## config.mk

```make
export PLATFORM = sky130hd
export DESIGN_NAME = beam_cond_cmp
export DESIGN_NICKNAME = d
export VERILOG_FILES = /design/src/rtl/bcc_pkg.sv /design/src/rtl/bcc_fields.sv /design/src/rtl/bcc_ge.sv /design/src/rtl/beam_cond_cmp.sv
export SDC_FILE = /design/constraint.sdc
export NUM_CORES = 1
export LEC_CHECK = 0
export BUFFER_PORTS_ARGS = -buffer_cell sky130_fd_sc_hd__buf_2
export CORE_MARGIN = 1.5
export CORE_UTILIZATION = 37
export CTS_CLUSTER_DIAMETER = 40
export DETAILED_ROUTE_END_ITERATION = 12
export PLACE_DENSITY = 0.77
export SLEW_MARGIN = 20
export SYNTH_ARGS = -nofsm -noshare
export SYNTH_HDL_FRONTEND = slang
export SYNTH_HIERARCHICAL = 1
export SYNTH_SLANG_ARGS = --single-unit
```

## constraint.sdc

```tcl
create_clock -name clk -period 0.8 [get_ports clk]
set_clock_uncertainty 0.1 [all_clocks]
set_input_delay 0.16 -clock clk [delete_from_list [all_inputs] [get_ports clk]]
set_output_delay 0.16 -clock clk [all_outputs]
set_load 0.005 [all_outputs]
```

## src/rtl/bcc_pkg.sv

```systemverilog
package bcc_pkg;
  // Instruction word width and field geometry
  localparam int WORD_W  = 16;
  localparam int VPOS_W  = 8;
  localparam int HPOS_W  = 9;
  localparam int HDROP   = 2;
  localparam int HCMP_W  = HPOS_W - HDROP;
  localparam int POS_W   = VPOS_W + HCMP_W;
  localparam int H_LSB   = 1;
  localparam int V_LSB   = H_LSB + HCMP_W;
  localparam int QUAL_BIT = WORD_W - 1;

  typedef logic [POS_W-1:0] pos_t;

  typedef struct packed {
    pos_t target;
    pos_t enable;
    logic blit_ignore;
  } cond_fields_t;
endpackage

```

## src/rtl/bcc_fields.sv

```systemverilog
module bcc_fields
  import bcc_pkg::*;
#(
  parameter int WW = WORD_W,
  parameter int VW = VPOS_W,
  parameter int HW = HCMP_W
) (
  input  logic [WW-1:0] w_pos,
  input  logic [WW-1:0] w_en,
  output cond_fields_t  fields
);
  localparam int PW = VW + HW;
  localparam int VL = H_LSB + HW;

  pos_t en_bits;

  // Horizontal enables come straight from the enable word
  for (genvar i = 0; i < HW; i++) begin : g_hen
    assign en_bits[i] = w_en[H_LSB + i];
  end

  // Vertical enables: the top vertical bit has no enable and is always on
  for (genvar j = 0; j < VW; j++) begin : g_ven
    if (j == VW - 1) begin : g_top
      assign en_bits[HW + j] = 1'b1;
    end else begin : g_mask
      assign en_bits[HW + j] = w_en[VL + j];
    end
  end

  always_comb begin
    fields.target      = {w_pos[VL +: VW], w_pos[H_LSB +: HW]};
    fields.enable      = en_bits;
    fields.blit_ignore = w_en[WW-1];
  end

  logic unused_bits;
  assign unused_bits = w_pos[0] ^ w_en[0];
endmodule

```

## src/rtl/bcc_ge.sv

```systemverilog
module bcc_ge
  import bcc_pkg::*;
(
  input  pos_t beam,
  input  pos_t target,
  input  pos_t enable,
  output logic ge
);
  pos_t beam_m;
  pos_t targ_m;

  always_comb begin
    beam_m = beam & enable;
    targ_m = target & enable;
    ge     = (beam_m >= targ_m);
  end
endmodule

```

## src/rtl/beam_cond_cmp.sv

```systemverilog
module beam_cond_cmp
  import bcc_pkg::*;
(
  input  logic              clk,
  input  logic              rst_n,
  input  logic              cyc_en,
  input  logic [WORD_W-1:0] word1,
  input  logic [WORD_W-1:0] word2,
  input  logic [VPOS_W-1:0] vpos,
  input  logic [HPOS_W-1:0] hpos,
  input  logic              blit_done,
  output logic              cond_met
);
  cond_fields_t fld;
  pos_t         beam;
  logic         pos_ok;
  logic         eval;
  logic         met_q;
  logic         met_nxt;

  bcc_fields u_fields (
    .w_pos  (word1),
    .w_en   (word2),
    .fields (fld)
  );

  assign beam = {vpos, hpos[HPOS_W-1:HDROP]};

  bcc_ge u_ge (
    .beam   (beam),
    .target (fld.target),
    .enable (fld.enable),
    .ge     (pos_ok)
  );

  // Next-state: qualifier gate and clock enable
  always_comb begin
    eval    = pos_ok & (fld.blit_ignore | blit_done);
    met_nxt = cyc_en ? eval : met_q;
  end

  always_ff @(posedge clk or negedge rst_n) begin
    if (!rst_n) met_q <= 1'b0;
    else        met_q <= met_nxt;
  end

  assign cond_met = met_q;

  logic unused_h;
  assign unused_h = ^hpos[HDROP-1:0];
endmodule

```

Word-level counts from Yosys, hierarchy flattened
Index checks and enable logic that the tools add are counted.

Flip-flop bits (word level): 1.

Magnitude comparators: 1. Bitwise logic cells: 4.

Operators by type and width (number): $and 15x15->15 (2); $ge 15x15->1 (1); $and 1x1->1 (1); $or 1x1->1 (1).

Depth between registers and ports, before layout
Gate-level depths: netlist of the first run.

Depth after elaboration: 3. Mapped depth: 9.

Cells and area by module
Netlist of the first run, hierarchy kept.

Modules (own cells, without submodules): bcc_ge (times used 1, cells each 69, area an instance 469.2 µm², sequential area each 0.0 µm²); bcc_fields (times used 1, cells each 32, area an instance 236.5 µm², sequential area each 0.0 µm²); beam_cond_cmp (times used 1, cells each 4, area an instance 41.3 µm², sequential area each 25.0 µm²).

Worst setup path after synthesis of the first run
No wires, ideal clock.

Kind: input -> register. Start: input port word1[1]. End: register met_q (netlist: cond_met). Arrival: 1435 ps. Setup slack: -811 ps. Stages on the path: 9. Buffers on the path: 1. Cell sequence: buf_4 and2_1 ha_1 nor2b_4 o21ai_1 a21oi_1 o41ai_2 o211ai_1 o21ai_1.

Word-level cells in the longest chain between the ends: 3.

Ends and longest elaborated chain: start: declaration (line beam_cond_cmp.sv:7) `input logic [WORD_W-1:0] word1,`; $and 15x15->15 (line bcc_ge.sv:14) `targ_m = target & enable;`; $ge 15x15->1 (line bcc_ge.sv:15) `ge = (beam_m >= targ_m);`; via pos_ok (line beam_cond_cmp.sv:16) `logic pos_ok;`; $and 1x1->1 (line beam_cond_cmp.sv:38) `eval = pos_ok & (fld.blit_ignore | blit_done);`; end signal: assignment (line beam_cond_cmp.sv:44) `else met_q <= met_nxt;`; end: declaration (line beam_cond_cmp.sv:18) `logic met_q;`.

The timed path passes the listed nets, and every way through them passes these cells. A chain may end at the register's enable or synchronous reset.

Worst setup path in the final report of the first run
Start: input port vpos[2]. End: register met_q (netlist: cond_met).

Word-level cells in the longest chain between the ends: 3.

Ends and longest elaborated chain: start: declaration (line beam_cond_cmp.sv:9) `input logic [VPOS_W-1:0] vpos,`; $and 15x15->15 (line bcc_ge.sv:13) `beam_m = beam & enable;`; $ge 15x15->1 (line bcc_ge.sv:15); via pos_ok (line beam_cond_cmp.sv:16); $and 1x1->1 (line beam_cond_cmp.sv:38).

The timed path passes the listed nets, and every way through them passes these cells.

==> flow_results.org, run 1 <==
** Status
- The flow ran to the end, but the final reports show violations.
- The checks that failed: setup timing.

** GRT
- Number of antenna violations at the first check in global routing :: 0
- Global routing used 13.1% of the available tracks.
- Entering global routing, the biggest net connects 4 pins.
- Leftover overflow at the end of global routing :: 0
- Via count of the first global-routing pass :: 631
- First-pass GRT wire length :: 2.21 mm

** Die
- The floorplan step defined a die boundary enclosing 2300 um^2.
- Area of the core :: 1920 um^2
- IO Pins :: 54
- The initialized floorplan defines 16 standard-cell rows.
- For this configuration, the core starts out at a cell density of 38.9%.
- Die X-Extent :: 47.9 um
- Measured along the y axis, the die boundary spans 47.9 um.

** Logic synthesis
- Seq/Total Area, Yosys :: 3.35%
- Parity-gate share of the synthesized area counting xor and xnor cells :: 0%
- Combinational family with the most area after synthesis :: buffers and inverters
- Dominant cell type by area after synthesis :: sky130_fd_sc_hd__buf_4
- Post-Synthesis Cell Area :: 747 um^2
- Among all cell types in the netlist, the one instantiated most often is sky130_fd_sc_hd__buf_4.
- In this run the mean area of a mapped cell was 7.11 um^2.
- The cell count after synthesis came out at 105.
- The number of nets in the synthesized netlist is 173.
- Synth top cells by count :: sky130_fd_sc_hd__buf_4, sky130_fd_sc_hd__nand2_1, sky130_fd_sc_hd__and2_1, sky130_fd_sc_hd__ha_1, sky130_fd_sc_hd__a21oi_1
- Counting flops with a built-in enable in the synthesized netlist gives 0.
- Primary flip-flop cell chosen by synthesis mapping :: sky130_fd_sc_hd__dfrtp_1
- The synthesized netlist devotes 12.6% of its cell area to compound gates.
- Multiplexer share of the synthesized area :: 0%
- Number of warnings printed during yosys synthesis :: 6
- Share of synthesized flip-flops with an asynchronous set or reset :: 100%
- Cell types occupying the most area after synthesis :: sky130_fd_sc_hd__buf_4, sky130_fd_sc_hd__ha_1, sky130_fd_sc_hd__and2_1, sky130_fd_sc_hd__nand2_1, sky130_fd_sc_hd__a21oi_1
- In this run the biggest area consumer among cell types represents 31.2% of the synthesized area.
- Summing the areas of all and, or, nand and nor instances in the mapped netlist gives 26.8% of the synthesized area.
- Synth cell types :: 15
- Synth Area in Adders :: 25.1%
- In this run, synthesis produced a sequential element count of 1.

** Worst setup path
- Buffers and inverters on the worst path :: 1
- Chain of cells forming the critical path :: buf_2, and2_4, ha_4, nand4_1, o41ai_2, o211ai_1, o21ai_1
- Arr. time, crit path :: 1.36 ns
- For flop-to-flop paths, the worst setup slack is 0.10 ns.
- Along the worst path, the maximum fanout reaches 2.
- Largest delay contributor family on the critical path :: compound AO/OA/AOI/OAI gates
- Library cell contributing the largest single delay on the critical path :: sky130_fd_sc_hd__o41ai_2
- The worst setup path is launched from an input port.
- CP Data Required Time :: 0.62 ns
- Largest stage delay on the critical path :: 0.36 ns
- By startpoint and endpoint, the worst setup path is classified as in -> reg.
- STA classifies the critical path endpoint as a flop.

** Power
- Power spread over the standard cell area amounts to 566 nW/um^2.
- Switching power summed over all nets :: 230 uW
- Sequential cells burn 10.8% of the power.
- In this run switching power makes up 39.2% of total power.
- IR drop worst, VDD :: 0.245 mV
- The share of total power dissipated in the clock network is 0%.
- In this run the static leakage power is 0.000485 uW.
- Int Power :: 357 uW
- Combinational share of power :: 89.2%

** Cells and area
- Multi-input combinational cell area :: 718 um^2
- Number of nets in the layout :: 194
- Post-layout instance count excluding filler cells :: 151
- Of the cells placed in the final design, the portion with a size suffix greater than 1 is 69.4%.
- The flip-flop count of the largest register after layout is 1.
- Area growth from synthesis to layout :: 38.7%
- The number of antenna diodes in the final layout is 0.
- Number of fill cells :: 189
- Once layout is complete, the utilization of the core stands at 53.9%.
- In the final layout, flip-flops and latches occupy 25.0 um^2.

** Flow run
- Number of max-cap violations :: 0

** Place
- Pre-CTS WS :: -0.794 ns
- Routability congestion estimate :: 0.643
- Buffers on Ports :: 49
- Detailed placement finished with a half-perimeter wire length of 1.41 mm.
- Counting tap cells, the placed design contains a total of 150 instances.

** Timing
- Final Critical Period :: 1.54 ns
- In the post-route analysis, the smallest setup slack over all paths is -0.740 ns.
- Max Transition Viols Final :: 0
- Timing would allow up to 649 MHz.
- The number of endpoints with negative hold slack in the final report is 0.
- Setup repair after global routing missed its margin :: yes
- Of the available clock period, the critical path in the final layout requires 193%.
- Final setup fails :: 1

** Routing
- Post-route ant nets :: 0
- The first detailed-routing pass ran for 4 iterations.
- In the routed design, unresolved DRC markers number 0.
- The routed layout has 685 vias.
- Number of design-rule violations left by the first detailed-router iteration :: 5
- After detailed routing, the total wire length is 1.52 mm.
- Routed vias/inst :: 4.54
- Mean routed wirelength per cell :: 10.0 um

** Min path
- The min-delay analysis places its worst path in the category in -> reg.

** Clocking
- Clock-pin slew was measured on the worst setup and hold paths at 0 ns.
- The later pin in the worst-skew pair is clocked with a latency of 0 ns.
-- per-stage QoR --
step           setup TNS, ns  hold slack, ns  cell area, um^2  total power [uW]
4_1_cts               -0.735           0.248             1030               592
6_report              -0.740           0.249             1040               587
2_1_floorplan         -0.614          -0.236              981               497
3_3_place_gp          -0.737          -0.161              997               530
3_5_place_dp          -0.794          -0.162              997               561
5_1_grt               -0.829           0.252             1040               657
-- cell families (layout without fill, tap and decap cells) --
kind of cell	Yosys count	count (layout)
other	1	1
buffers and inverters	32	51
flip-flops	1	1
adder cells (fa/ha/maj)	15	15
AO/OA/AOI/OAI	16	16
AND/OR/NAND/NOR	40	40
-- timing repair --
action                     CTS  global route
gates resized for setup      5             1
hold buffers                 1             0
pin swaps                    3             1
setup endpoints to repair    1             1
hold endpoints to repair     1             0
buffers inserted             0             0
-- layout make-up --
cell class              instances  share of cell area [%]
multi-input cells              72                    69.3
repair buffers                 50                    24.6
well taps                      27                    3.26
flip-flops and latches          1                    2.42
inverters                       1                   0.362
-- worst paths after layout --
path / from / to / depth (start not counted)
worst max-delay path: vpos[2] / cond_met / 7
min in group asynchronous: rst_n / cond_met / 2
worst min-delay path: cyc_en / cond_met / 2
max in group asynchronous: rst_n / cond_met / 2
worst min register to register: cond_met / cond_met / 2
worst max register to register: cond_met / cond_met / 2
-- layout by cell type, fill, tap and decap left out --
master / count
sky130_fd_sc_hd__nand4_1: 1
sky130_fd_sc_hd__a21oi_1: 7
sky130_fd_sc_hd__nand2_2: 3
sky130_fd_sc_hd__nor2b_4: 1
sky130_fd_sc_hd__and2_4: 13
sky130_fd_sc_hd__ha_1: 1
sky130_fd_sc_hd__inv_1: 1
sky130_fd_sc_hd__o211ai_1: 1
sky130_fd_sc_hd__nor2_1: 1
sky130_fd_sc_hd__and2_1: 2
sky130_fd_sc_hd__dlygate4sd3_1: 1
sky130_fd_sc_hd__nor2_2: 1
sky130_fd_sc_hd__o41ai_2: 1
sky130_fd_sc_hd__nand2_1: 18
sky130_fd_sc_hd__o21ai_1: 3
sky130_fd_sc_hd__a21oi_2: 2
sky130_fd_sc_hd__conb_1: 1
sky130_fd_sc_hd__ha_4: 14
sky130_fd_sc_hd__dfrtp_1: 1
sky130_fd_sc_hd__buf_2: 49
sky130_fd_sc_hd__o21ai_2: 2
-- power groups by stage --
stage | Sequential (uW) | Combinational [uW] | Clock [uW]
3_3_place_gp | 63.2 | 467 | 0
3_5_place_dp | 63.1 | 498 | 0
2_1_floorplan | 63.6 | 433 | 0
5_1_grt | 64.4 | 593 | 0
4_1_cts | 63.3 | 529 | 0
6_report | 63.1 | 524 | 0
-- worst register-to-register path, stage by stage, from the launching register on --
cell and delay, ns:
sky130_fd_sc_hd__dfrtp_1 0.36, sky130_fd_sc_hd__inv_1 0.06, sky130_fd_sc_hd__o21ai_1 0.06
-- layer usage --
layer  vias to the layer above  part of all wire, %  GRT usage (%)
li1                        356                    -              -
met1                       298                   33           11.0
met2                        29                   60           31.5
met3                         2                  6.3          0.755
met4                         0                  1.1           1.62
met5                         -                    0              0
Note: power is estimated with default switching activity, not from simulation.
==> inputs of run 2 (changes only) <==
Settings changed: ABC_AREA from default to 1, CORE_UTILIZATION 37 to 38, PLACE_DENSITY 0.77 to 0.76.
==> run 2 against run 1 <==
The flow still finishes with violations (setup timing). Register-to-register slack better by 0.02 ns. First-iteration DRC count unchanged. Design area up 16%. Flip-flop and latch count unchanged. Die area up 8.7%. Critical endpoint unchanged. Largest cell class unchanged. Largest power group unchanged. Highest routed layer is now met3.
==> flow_results.org, run 2 <==
** Die
- In this run the horizontal extent of the chip is 50.0 um.
- Measured along the y axis, the die boundary spans 50.0 um.
- Row count :: 16
- Die area :: 2500 um^2
- 54 I/O pins were placed.
- For this configuration, the core starts out at a cell density of 41.5%.
- Area of the core :: 2020 um^2

** Status
- The run finished, with violations left.
- Failing checks :: setup timing

** Worst setup path
- The worst setup path is launched from an input port.
- Endpoint of the lowest-slack register-to-register path :: cond_met
- In this run the register-to-register setup slack is 0.12 ns.
- STA classifies the critical path endpoint as a flop.
- The number of cells on the worst reg-to-reg path is 2.
- The critical path starts at vpos[5].
- CP max FO :: 2
- Arr. time, crit path :: 1.26 ns
- Class of the most critical setup path :: in -> reg
- In this run the worst setup path terminates at cond_met.
- Data on the critical path is required at its endpoint by 0.63 ns.
- The worst register-to-register path begins at cond_met.

** Logic synthesis
- Fraction of the mapped netlist area in compound gates :: 3.58%
- Primary flip-flop cell chosen by synthesis mapping :: sky130_fd_sc_hd__dfrtp_1
- Of the post-synthesis cell area, the dominant cell type holds 27.8%.
- By area, the combinational part of the netlist is dominated by buffers and inverters.
- Cell types occupying the most area after synthesis :: sky130_fd_sc_hd__buf_4, sky130_fd_sc_hd__nand2_1, sky130_fd_sc_hd__ha_1, sky130_fd_sc_hd__inv_1, sky130_fd_sc_hd__a21oi_1
- Seq/Total Area, Yosys :: 2.99%
- The number of different library cells used by synthesis comes to 13.
- Cell with the most instances after synthesis :: sky130_fd_sc_hd__nand2_1
- Parity-gate share of the synthesized area counting xor and xnor cells :: 0%
- Synthesis produced a netlist with a net count of 214.
- After Yosys synthesis, and, or, nand and nor cells account for 31.2% of the synthesized area.
- For this run, the number of Yosys warnings is 6.
- The synthesized design contains 0 enable-type register cells.
- Synth Area in Adders :: 22.4%
- Dominant cell type by area after synthesis :: sky130_fd_sc_hd__buf_4
- After technology mapping, the gate count stands at 146.
- Share of synthesized flip-flops with an asynchronous set or reset :: 100%
- Multiplexer share of the synthesized area :: 0%
- In this run the cell area of the synthesized design comes to 838 um^2.
- Each instance of the synthesized netlist takes up on average 5.74 um^2.
- Counting flops and latches in the post-synthesis netlist gives 1.
- Synth top cells by count :: sky130_fd_sc_hd__nand2_1, sky130_fd_sc_hd__buf_4, sky130_fd_sc_hd__inv_1

** Cells and area
- ANT cells :: 0
- Most common cell after layout, fill and taps aside :: sky130_fd_sc_hd__buf_2
- Number of nets in the layout :: 235
- In the layout the commonest cells are sky130_fd_sc_hd__buf_2, sky130_fd_sc_hd__nand2_1, sky130_fd_sc_hd__nand2_2.
- In the final layout, the share of cells above drive strength 1 is 62.4%.
- The filler cells instantiated in the layout total 216.
- Area growth from synthesis to layout :: 43.0%
- At the end of the flow the core is filled with cells to 59.3%.
- The flip-flop count of the largest register after layout came to 1.
- Post-layout instance count excluding filler cells :: 192
- Summed area of non-filler cells in the final layout :: 1200 um^2

** Routing
- For this block, the initial DRC count from the detailed router was 5.
- Mean routed wirelength per cell :: 8.74 um
- The detail route stage leaves a number of antenna-violating nets equal to 0.
- Post-route DRC :: 0
- Summed over all layers, the routed wires come to 1.68 mm.
- The pre-antenna-repair detailed-routing pass consisted of 3 iterations.
- Routed vias/inst :: 4.19
- Across all layers, the routed design uses 805 vias.

** Power
- In this run the power spent charging and discharging nets is 278 uW.
- Leakage dissipation :: 0.000670 uW
- Power density cells :: 544 nW/um^2
- The share of total power dissipated in combinational logic is 90.3%.
- The internal portion of the total power is 374 uW.
- Power share of the sequential group :: 9.7%
- Clock network fraction of total power :: 0%
- Net switching is 42.6% of the power.
- IR analysis of the VDD net gives a maximum drop of 0.351 mV.

** GRT
- Leftover overflow at the end of global routing :: 0
- Global routing consumed, on the met1 layer, 11.6% of the routing resources.
- Peak-usage layer in the global routing report :: met2
- Number of antenna violations at the first check in global routing :: 0
- Global-route met2 utilization :: 28.2%
- Global routing consumed, on the met3 layer, 0.303% of the routing resources.
- The via count of the first global-routing pass came to 728.
- First-pass GRT wire length :: 2.51 mm
- Largest net degree at the start of global routing :: 4
- Global-route usage over all layers :: 12.1%

** Clocking
- Setup Fix Bufs, Post-CTS :: 0
- Worst-Skew Late Latency :: 0 ns
- Clock input transition at the sequential cells of the worst setup and hold paths :: 0 ns

** Flow run
- The tool flagged a number of max-cap violations equal to 0.

** Place
- Before CTS, the worst setup slack after placement is -0.672 ns.
- After detailed placement, the total cell area comes to 897 um^2.
- Half-perimeter wire length after detailed placement :: 1.10 mm
- # placed instances :: 191
- The congestion estimate from routability-driven global placement came to 0.692.
- Buffers on Ports :: 49

** Timing
- Final setup fails :: 1
- Final Critical Period :: 1.43 ns
- Hold violation count in the final report :: 0
- In the finished design, the share of the clock period the worst path needs comes to 179%.
- Fmax achieved :: 699 MHz
- Max Transition Viols Final :: 0
- Setup slack after layout :: -0.630 ns
- Setup repair after global routing missed its margin :: yes
- Across all hold checks on the routed design, the worst slack comes to 0.311 ns.

** Min path
- In this run the worst hold path is classified as in -> reg.
-- run 2: how the worst min path moves through the flow --
stage	from	end	slack, ns	depth (start not counted)
after global routing	cyc_en	cond_met	0.34	4
after detailed placement	rst_n	cond_met	-0.16	1
after global placement	rst_n	cond_met	-0.16	1
after CTS	cyc_en	cond_met	0.32	4
final	cyc_en	cond_met	0.31	4
after floorplan	rst_n	cond_met	-0.24	0
-- run 2: power groups by stage --
stage | clock network [uW] | registers [uW] | logic (uW)
2_1_floorplan | 0 | 63.6 | 348
3_3_place_gp | 0 | 63.5 | 388
3_5_place_dp | 0 | 63.3 | 391
4_1_cts | 0 | 63.5 | 498
5_1_grt | 0 | 63.9 | 669
6_report | 0 | 63.3 | 589
-- run 2: metrics by stage --
| step | TNS, ns | total power, uW |
|---|---|---|
| 2_1_floorplan | -0.583 | 412 |
| 3_3_place_gp | -0.669 | 451 |
| 3_5_place_dp | -0.672 | 454 |
| 4_1_cts | -0.623 | 561 |
| 5_1_grt | -0.722 | 733 |
| 6_report | -0.630 | 652 |
-- run 2: critical path, stage by stage --
cell and delay, ns:
sky130_fd_sc_hd__buf_2 0.11, sky130_fd_sc_hd__nand2_2 0.06, sky130_fd_sc_hd__inv_2 0.05, sky130_fd_sc_hd__ha_4 0.26
sky130_fd_sc_hd__nand2_2 0.05, sky130_fd_sc_hd__nor2_2 0.11, sky130_fd_sc_hd__nand2_1 0.07, sky130_fd_sc_hd__nor2_1 0.10
sky130_fd_sc_hd__nor2_1 0.06, sky130_fd_sc_hd__nand3_2 0.06, sky130_fd_sc_hd__nand2_1 0.04, sky130_fd_sc_hd__inv_1 0.04
sky130_fd_sc_hd__nand2_1 0.04, sky130_fd_sc_hd__nand2_1 0.05
-- run 2: final cells by class --
cell class                      instances  area, um^2  share of cell area, %
Inverter                               26        97.6                   8.14
Multi-Input combinational cell         88         731                   61.0
Sequential cell                         1        25.0                   2.09
Tap cell                               27        33.8                   2.82
Timing Repair Buffer                   50         312                   26.0
-- run 2: kinds of logic (layout without fill, tap and decap cells) --
family                   count (synthesis)  in the layout
AND/OR/NAND/NOR                         66             66
AO/OA/AOI/OAI                            6              6
buffers and inverters                   57             76
other                                    1              1
adder cells (fa/ha/maj)                 15             15
flip-flops                               1              1
-- run 2: timing repair --
| action | 4_1_cts | 5_1_grt |
|---|---|---|
| gates resized for setup | 33 | 27 |
| hold buffers | 1 | 0 |
| setup endpoints to repair | 1 | 1 |
| pin swaps | 32 | 26 |
| hold endpoints to repair | 1 | 0 |
-- run 2: metal layers --
layer,part of all wire (%),vias to the layer above
met1,37,336
met5,0,-
met3,6.3,0
met2,57,28
met4,0,0
li1,-,441
